`src/rtl/sar_adc_host.sv`:
```
module sar_adc_host #(
  parameter int WORD_W    = 16,
  parameter int HALF_DIV  = 24,
  parameter int ACQ_CYC   = 200,
  parameter int SETUP_CYC = 5,
  parameter int CAL_HOLD  = 4,
  parameter int STALE_CYC = 100000
) (
  input  logic              clk,
  input  logic              rst_n,
  input  logic              start_i,
  input  logic              cal_i,
  input  logic              adc_busy_i,
  input  logic              adc_dout_i,
  input  logic              adc_doutclk_i,
  output logic              adc_sample_o,
  output logic              adc_clk_o,
  output logic              adc_cal_o,
  output logic [WORD_W-1:0] data_o,
  output logic              valid_o,
  output logic              dummy_o
);
  localparam int NCLK = WORD_W + 1;
  localparam int TMAX = (ACQ_CYC > SETUP_CYC) ? ACQ_CYC : SETUP_CYC;
  localparam int EMAX = (NCLK > CAL_HOLD) ? NCLK : CAL_HOLD;
  localparam int TW   = $clog2(TMAX + 1);
  localparam int DVW  = $clog2(HALF_DIV + 1);
  localparam int EW   = $clog2(EMAX + 1);
  localparam int IW   = $clog2(STALE_CYC + 1);
  localparam int BW   = $clog2(NCLK);

  typedef enum logic [2:0] {S_IDLE, S_CALH, S_CALR, S_ACQ, S_SET, S_BURST} st_t;

  st_t             st;
  logic [TW-1:0]   tcnt;
  logic [DVW-1:0]  dv;
  logic [EW-1:0]   ecnt;
  logic [IW-1:0]   icnt;
  logic [BW-1:0]   bcnt;
  logic [WORD_W-1:0] shreg;
  logic            cal_pend, start_pend, post_cal, nxt_dummy, conv_dummy, cap_on, dclk_q;

  wire clk_en   = (st == S_CALH) || (st == S_CALR) || (st == S_BURST) || adc_clk_o;
  wire tick     = clk_en && (dv == DVW'(HALF_DIV - 1));
  wire rise     = tick && !adc_clk_o;
  wire fall     = tick && adc_clk_o;
  wire stale    = (icnt == IW'(STALE_CYC));
  wire acq_end  = (st == S_ACQ) && (tcnt == TW'(ACQ_CYC - 1)) && !adc_clk_o;
  wire dclk_rise = adc_doutclk_i && !dclk_q;

  assign data_o = shreg;

  always_ff @(posedge clk) begin
    if (!rst_n) begin
      dv <= '0;
      adc_clk_o <= 1'b0;
    end else if (!clk_en) begin
      dv <= '0;
    end else if (tick) begin
      dv <= '0;
      adc_clk_o <= ~adc_clk_o;
    end else begin
      dv <= dv + 1'b1;
    end
  end

  always_ff @(posedge clk) begin
    if (!rst_n) begin
      st <= S_IDLE;
      tcnt <= '0;
      ecnt <= '0;
      icnt <= IW'(STALE_CYC);
      cal_pend <= 1'b1;
      start_pend <= 1'b0;
      post_cal <= 1'b0;
      nxt_dummy <= 1'b0;
      adc_sample_o <= 1'b0;
      adc_cal_o <= 1'b0;
    end else begin
      if (start_i) start_pend <= 1'b1;
      if (cal_i) cal_pend <= 1'b1;
      if (acq_end) icnt <= '0;
      else if (!stale) icnt <= icnt + 1'b1;
      case (st)
        S_IDLE: begin
          if (cal_pend) begin
            st <= S_CALH;
            adc_cal_o <= 1'b1;
            adc_sample_o <= 1'b1;
            cal_pend <= cal_i;
            ecnt <= '0;
          end else if (post_cal || start_pend) begin
            st <= S_ACQ;
            adc_sample_o <= 1'b1;
            tcnt <= '0;
            post_cal <= 1'b0;
            nxt_dummy <= post_cal || stale;
            if (!post_cal && !stale) start_pend <= start_i;
          end
        end
        S_CALH: begin
          if (rise) ecnt <= ecnt + 1'b1;
          if (fall && ecnt == EW'(CAL_HOLD)) begin
            adc_cal_o <= 1'b0;
            st <= S_CALR;
          end
        end
        S_CALR: begin
          if (!adc_busy_i && !adc_clk_o) begin
            st <= S_IDLE;
            post_cal <= 1'b1;
          end
        end
        S_ACQ: begin
          if (tcnt != TW'(ACQ_CYC - 1)) tcnt <= tcnt + 1'b1;
          if (acq_end) begin
            adc_sample_o <= 1'b0;
            st <= S_SET;
            tcnt <= '0;
          end
        end
        S_SET: begin
          tcnt <= tcnt + 1'b1;
          if (tcnt == TW'(SETUP_CYC - 1)) begin
            st <= S_BURST;
            ecnt <= '0;
          end
        end
        S_BURST: begin
          if (rise) begin
            ecnt <= ecnt + 1'b1;
            if (ecnt == EW'(NCLK - 1)) begin
              if (!cal_pend && start_pend) begin
                st <= S_ACQ;
                adc_sample_o <= 1'b1;
                tcnt <= '0;
                nxt_dummy <= stale;
                if (!stale) start_pend <= start_i;
              end else begin
                st <= S_IDLE;
              end
            end
          end
        end
        default: st <= S_IDLE;
      endcase
    end
  end

  always_ff @(posedge clk) begin
    if (!rst_n) begin
      dclk_q <= 1'b0;
      cap_on <= 1'b0;
      bcnt <= '0;
      shreg <= '0;
      valid_o <= 1'b0;
      conv_dummy <= 1'b0;
      dummy_o <= 1'b0;
    end else begin
      dclk_q <= adc_doutclk_i;
      valid_o <= 1'b0;
      if (acq_end) begin
        cap_on <= 1'b1;
        bcnt <= '0;
        conv_dummy <= nxt_dummy;
      end else if (cap_on && dclk_rise) begin
        bcnt <= bcnt + 1'b1;
        if (bcnt != '0) shreg <= {shreg[WORD_W-2:0], adc_dout_i};
        if (bcnt == BW'(NCLK - 1)) begin
          cap_on <= 1'b0;
          valid_o <= 1'b1;
          dummy_o <= conv_dummy;
        end
      end
    end
  end

  AST_SAMPLE_EDGE_CLK_LOW: assert property (@(posedge clk) disable iff (!rst_n)
    $fell(adc_sample_o) |-> (!adc_clk_o && !$past(adc_clk_o)));
  AST_CAL_WITH_SAMPLE: assert property (@(posedge clk) disable iff (!rst_n)
    adc_cal_o |-> adc_sample_o);
  AST_CAL_RELEASE_CLK_LOW: assert property (@(posedge clk) disable iff (!rst_n)
    $fell(adc_cal_o) |-> !adc_clk_o);
  AST_CLK_LOW_HOLD: assert property (@(posedge clk) disable iff (!rst_n)
    $fell(adc_clk_o) |=> !adc_clk_o);
  AST_VALID_SINGLE: assert property (@(posedge clk) disable iff (!rst_n)
    valid_o |=> !valid_o);
endmodule

```
`config.mk`:
```
export PLATFORM = sky130hd
export DESIGN_NAME = sar_adc_host
export DESIGN_NICKNAME = d
export VERILOG_FILES = /design/src/rtl/sar_adc_host.sv
export SDC_FILE = /design/constraint.sdc
export NUM_CORES = 1
export LEC_CHECK = 0
export ABC_AREA = 0
export ABC_CLOCK_PERIOD_IN_PS = 3650
export BUFFER_PORTS_ARGS = -buffer_cell sky130_fd_sc_hd__buf_2
export CORE_ASPECT_RATIO = 1.25
export CORE_MARGIN = 2
export CORE_UTILIZATION = 45
export CTS_CLUSTER_SIZE = 14
export DETAILED_ROUTE_END_ITERATION = 6
export GPL_TIMING_DRIVEN = 0
export SYNTH_ARGS = -nofsm -noshare
export SYNTH_HDL_FRONTEND = slang
export SYNTH_SLANG_ARGS = --single-unit
```
`constraint.sdc`:
```
create_clock -name clk -period 3.65 [get_ports clk]
set_input_delay 1.095 -clock clk [delete_from_list [all_inputs] [get_ports clk]]
set_output_delay 1.095 -clock clk [all_outputs]
set_load 0.02 [all_outputs]
```
---- After elaboration in Yosys (flattened, before gate mapping) ----
Index checks and enable logic that the tools add are counted.
Widths: inputs -> output; s select.
word-level totals
  bits in latches ......................... 0
  bits in registers ....................... 71
  bits of input ports ..................... 7
  bits in read-only memories .............. 0
  memories ................................ 0
  RAM bits ................................ 0
  output and inout bits ................... 21
  word-level logic and storage cells ...... 164
cells by class
  muxes and demuxes ....................... 60
  add/subtract/negate cells ............... 5
  order comparisons ....................... 0
  shifts and indexed selects .............. 0
  multipliers ............................. 0
  reductions and logical operators ........ 47
  bitwise logic cells ..................... 5
  div/mod/pow operators ................... 0
  equal/unequal tests ..................... 27
operator list
  cell                   count
  $mux 8                 7
  $mux 17                2
  $pmux 8 s4             1
  $mux 1                 31
  $mux 3                 8
  $pmux 3 s6             1
  $add 17x1->17 const B  1
  $eq 17x17->1 const B   1
  $add 5x1->5 const B    3
  $eq 5x5->1 const B     3
  $mux 5                 3
  $pmux 5 s3             1
  $reduce_and 7->1       2
  $ne 2x1->1 const B     6
  $ne 2x2->1 const B     6
  $reduce_and 6->1       2
  $logic_and 1x1->1      11
  $reduce_bool 2->1      5
  $reduce_and 3->1       3
  $add 8x1->8 const B    1
  $eq 8x3->1 const B     1
  $eq 8x8->1 const B     1
  $ne 8x8->1 const B     1
  $pmux 1 s2             4
  other kinds (19)       39

---- Logic depth before layout (Yosys ltp) ----
  depth after elaboration ................. 9
  depth in mapped cells ................... 9
  gate-level depth less buffers ........... 7

---- Worst setup path before layout ----
OpenSTA, ideal clock, no wires.
  path kind ............................... input -> register
  from .................................... input adc_doutclk_i
  to ...................................... register shreg[10], in the netlist data_o[10]
  data required time ...................... 3,522 ps
  arrival time ............................ 2,307 ps
  buffers on the path ..................... 3
  stages on the path ...................... 7
  setup time .............................. 128 ps
  path slack .............................. 1,215 ps
  path through ............................ and3b_1 > clkbuf_1 > nor3b_1 > buf_2 > buf_4 > mux2i_1 > nor2_1
on the way
  longest elaborated chain between the ends .. 3
RTL lines
  what                        RTL line  text
  start: declaration          15        input logic adc_doutclk_i,
  $logic_and 1x1->1           49        wire dclk_rise = adc_doutclk_i && !dclk_q;
  $logic_and 1x1->1           166       end else if (cap_on && dclk_rise) begin
  $reduce_and 3->1 (no line)  -
  end signal: assignment      168       if (bcnt != '0) shreg <= {shreg[WORD_W-2:0], adc_dout_i};
  end: declaration            40        logic [WORD_W-1:0] shreg;
No other way between the ends.
A chain may end at the register's enable or synchronous reset.

---- Final worst setup path ----
  from .................................... input adc_doutclk_i
  to ...................................... register shreg[9], in the netlist data_o[9]
The elaborated chain is that of the path after synthesis.

==> metrics.cfg <==
[floorplan]
rows = 35
die_w_um = 81.5
die-area_mm2 = 0.00823
coreArea_mm2 = 0.00731
io_pins = 28
die_height_um = 101
initial_core_util_pct = 46.2

[sta]
tightest_slew_ns = 0.615
rsz0062_at_grt = no
fin_skew_ns = 0.00760
setup-tns-final_ns = 0
timing.final.ws_setup_ns = 1.26
period_share_pct = 65.6
finalHoldViolCount = 0
slew_violations = 0
setup_violations = 0
fmax_ghz = 0.418
period_needed_ns = 2.39
slew_headroom_pct = 58.6

[power_and_ir_drop]
power.internal_uw = 1270
pwr-share-seq_pct = 44.9
power_frac_clock_pct = 29.4
power_frac_comb_pct = 25.7
p_per_area_mw_per_mm2 = 506
p_sw_uw = 656
switching_share_pct = 34.1
irDropWorstVdd_uv = 346
leakage_uw = 0.00146

[placement]
port-buffer-count = 27
gp_congestion = 0.892
dp_hpwl_um = 4960
place_ws_ns = 0.868

[logic_synthesis]
syn_inst = 382
yosys.area_share.xor_xnor_pct = 6.48
synth.top_cell.area_share_pct = 42.0
synth_ff_type = dfxtp_1
syn_area_mm2 = 0.00338
synth_common_cells = dfxtp_1, nor2_1, mux2i_1, a21oi_1, nand2_1
synth_edf_count = 0
syn_nets = 398
yosysWarnings = 0
muxShareOfSynthArea_pct = 6.22
synth_top_family_by_area = simple AND/OR/NAND/NOR gates
synth_compound_area_share_pct = 12.3
yosys.area_share.adder_pct = 3.33
ys_ff_latch = 71
synth_top_cell_by_area = dfxtp_1
yosysMostFrequentCell = dfxtp_1
yosys.area_share.simple_pct = 25.5
yosysSeqAreaShare_pct = 42.0
synthTopCellsByArea = dfxtp_1, nor2_1, mux2i_1, xor2_1, ha_1
yosys.cell_types.count = 55
syn_avg_cell_area_um2 = 8.85
async_reset_ff_share_pct = 0

[final_layout]
syn2layout_area_growth_pct = 12.6
drive_gt1_share_pct = 13.2
multiInputGateArea_mm2 = 0.00182
antenna_cells = 0
register_area_mm2 = 0.00142
fin_nets = 436
fillers = 702

[routing]
wirelength_um = 6830
drt_pre_antenna_iters = 4
drtIter0Drc = 127
wl_per_cell_um = 13.2
final_antenna_net_count = 0
drc_errors = 0
vias = 2774
route.detailed.vias_per_inst = 5.37

[setup_path]
critPathMaxFanout = 10
cp.arrival_ns = 2.61
setup.worst_path.end_class = flip-flop
crit_required_ns = 3.87
worstSetupPathType = in2reg
cp-start-kind = input pin
max_stage_delay_ns = 0.28
cpMostUsedCell = buf_2
slowest_stage = clkbuf_1
path_cells = buf_2 -> and3b_1 -> clkbuf_1 -> nor3b_1 -> buf_2 -> buf_4 -> mux2i_1 -> nor2_1

[cts]
clk_latency_ns = 0.35
clkSinkCount = 71
cts_hold_buf = 0
path_clk_slew_ns = 0.07
numCtsBuffers = 9
clockRootBuffer = clkbuf_8
clock_path_buffers = 2
cts_tree = done
h-tree-depth = 3
postCtsResizedCells = 0
cts_setup_buffers = 0

[global_routing]
grt_use_total_pct = 18.2
grt-ovfl-total = 0
grt_max_degree = 13
antenna_found_initial = 0
grt_pass1_wl_um = 11700
first_global_vias = 2581

[run_status]
run_status = completed

[hold_path]
hold_path.class = reg2reg

[run]
drv_cap = 0

critical path: cells and delay by family:
kind,cells,cell delay (ns)
buffers and inverters,4,0.89
multiplexers,1,0.20
AND/OR/NAND/NOR,3,0.43
placed cells by master (no fill, tap or decap), types with 8 or more instances in the layout:
master and count:
a21oi_1 18, buf_2 31, clkbuf_1 12, clkbuf_8 10, dfxtp_1 71, ha_1 9, inv_1 15, mux2i_1 21
nand2_1 17, nand3_1 16, nor2_1 61, nor3_1 8, nor4_1 8, o21ai_0 13, xnor2_1 11, xor2_1 14
per-layer routing:
layer  GRT usage [%]  share of wire, %  wire (µm)
met1            22.2                47       3220
met2            30.1                48       3290
met3            4.48               2.6        177
met4            7.69               2.0        139
met5               0                 0          0
flip-flops by register name (all words and copies together) (netlist names), 3 cells and up:
register and count:
bcnt 5, icnt 17, tcnt 8, ecnt 5, dv 5, st 3
data_o 16
worst paths after layout:
check | from | end | slack [ns] | depth (start not counted)
setup / recovery | adc_doutclk_i | data_o[9]$_SDFFE_PN0P_ | 1.26 | 8
hold / removal | adc_sample_o$_SDFFE_PN0P_ | adc_sample_o$_SDFFE_PN0P_ | 0.45 | 2
setup reg to reg | tcnt[0]$_SDFFE_PN0P_ | icnt[0]$_SDFFE_PP0N_ | 1.42 | 8
hold reg to reg | adc_sample_o$_SDFFE_PN0P_ | adc_sample_o$_SDFFE_PN0P_ | 0.45 | 2
power by group through the flow:
stage	clock network, µW	registers [µW]	logic (µW)
2_1_floorplan	0	884	367
3_3_place_gp	0	883	489
3_5_place_dp	0	883	491
4_1_cts	584	864	494
5_1_grt	616	873	549
6_report	565	865	494
cells by family after synthesis:
kind of cell,after synthesis
adders and majority gates,9
muxes,21
buffers and inverters,34
DFF,71
and+or+nand+nor,160
xor gates and xnor gates,25
AOI/OAI and AO/OA,62
final cells by class:
type                    count  area share, %
multi-input cells         277           47.8
flip-flops and latches     71           37.3
clock buffers              11           3.71
repair buffers             27           3.55
well taps                  92           3.02
plain buffers              18           2.10
inverters                  16           1.58
clock inverters             5          0.888
stage by stage:
step | area, µm² | hold WS (ns) | total power [µW] | utilization (%) | cells
5_1_grt | 3810 | 0.479 | 2040 | 52.0 | 517
3_3_place_gp | 3630 | 0.429 | 1370 | 49.6 | 501
4_1_cts | 3810 | 0.451 | 1940 | 52.0 | 517
2_1_floorplan | 3380 | 0.418 | 1250 | - | 382
3_5_place_dp | 3630 | 0.440 | 1370 | 49.6 | 501
6_report | 3810 | 0.449 | 1920 | 52.0 | 517
(Power assumes the default switching activity.)
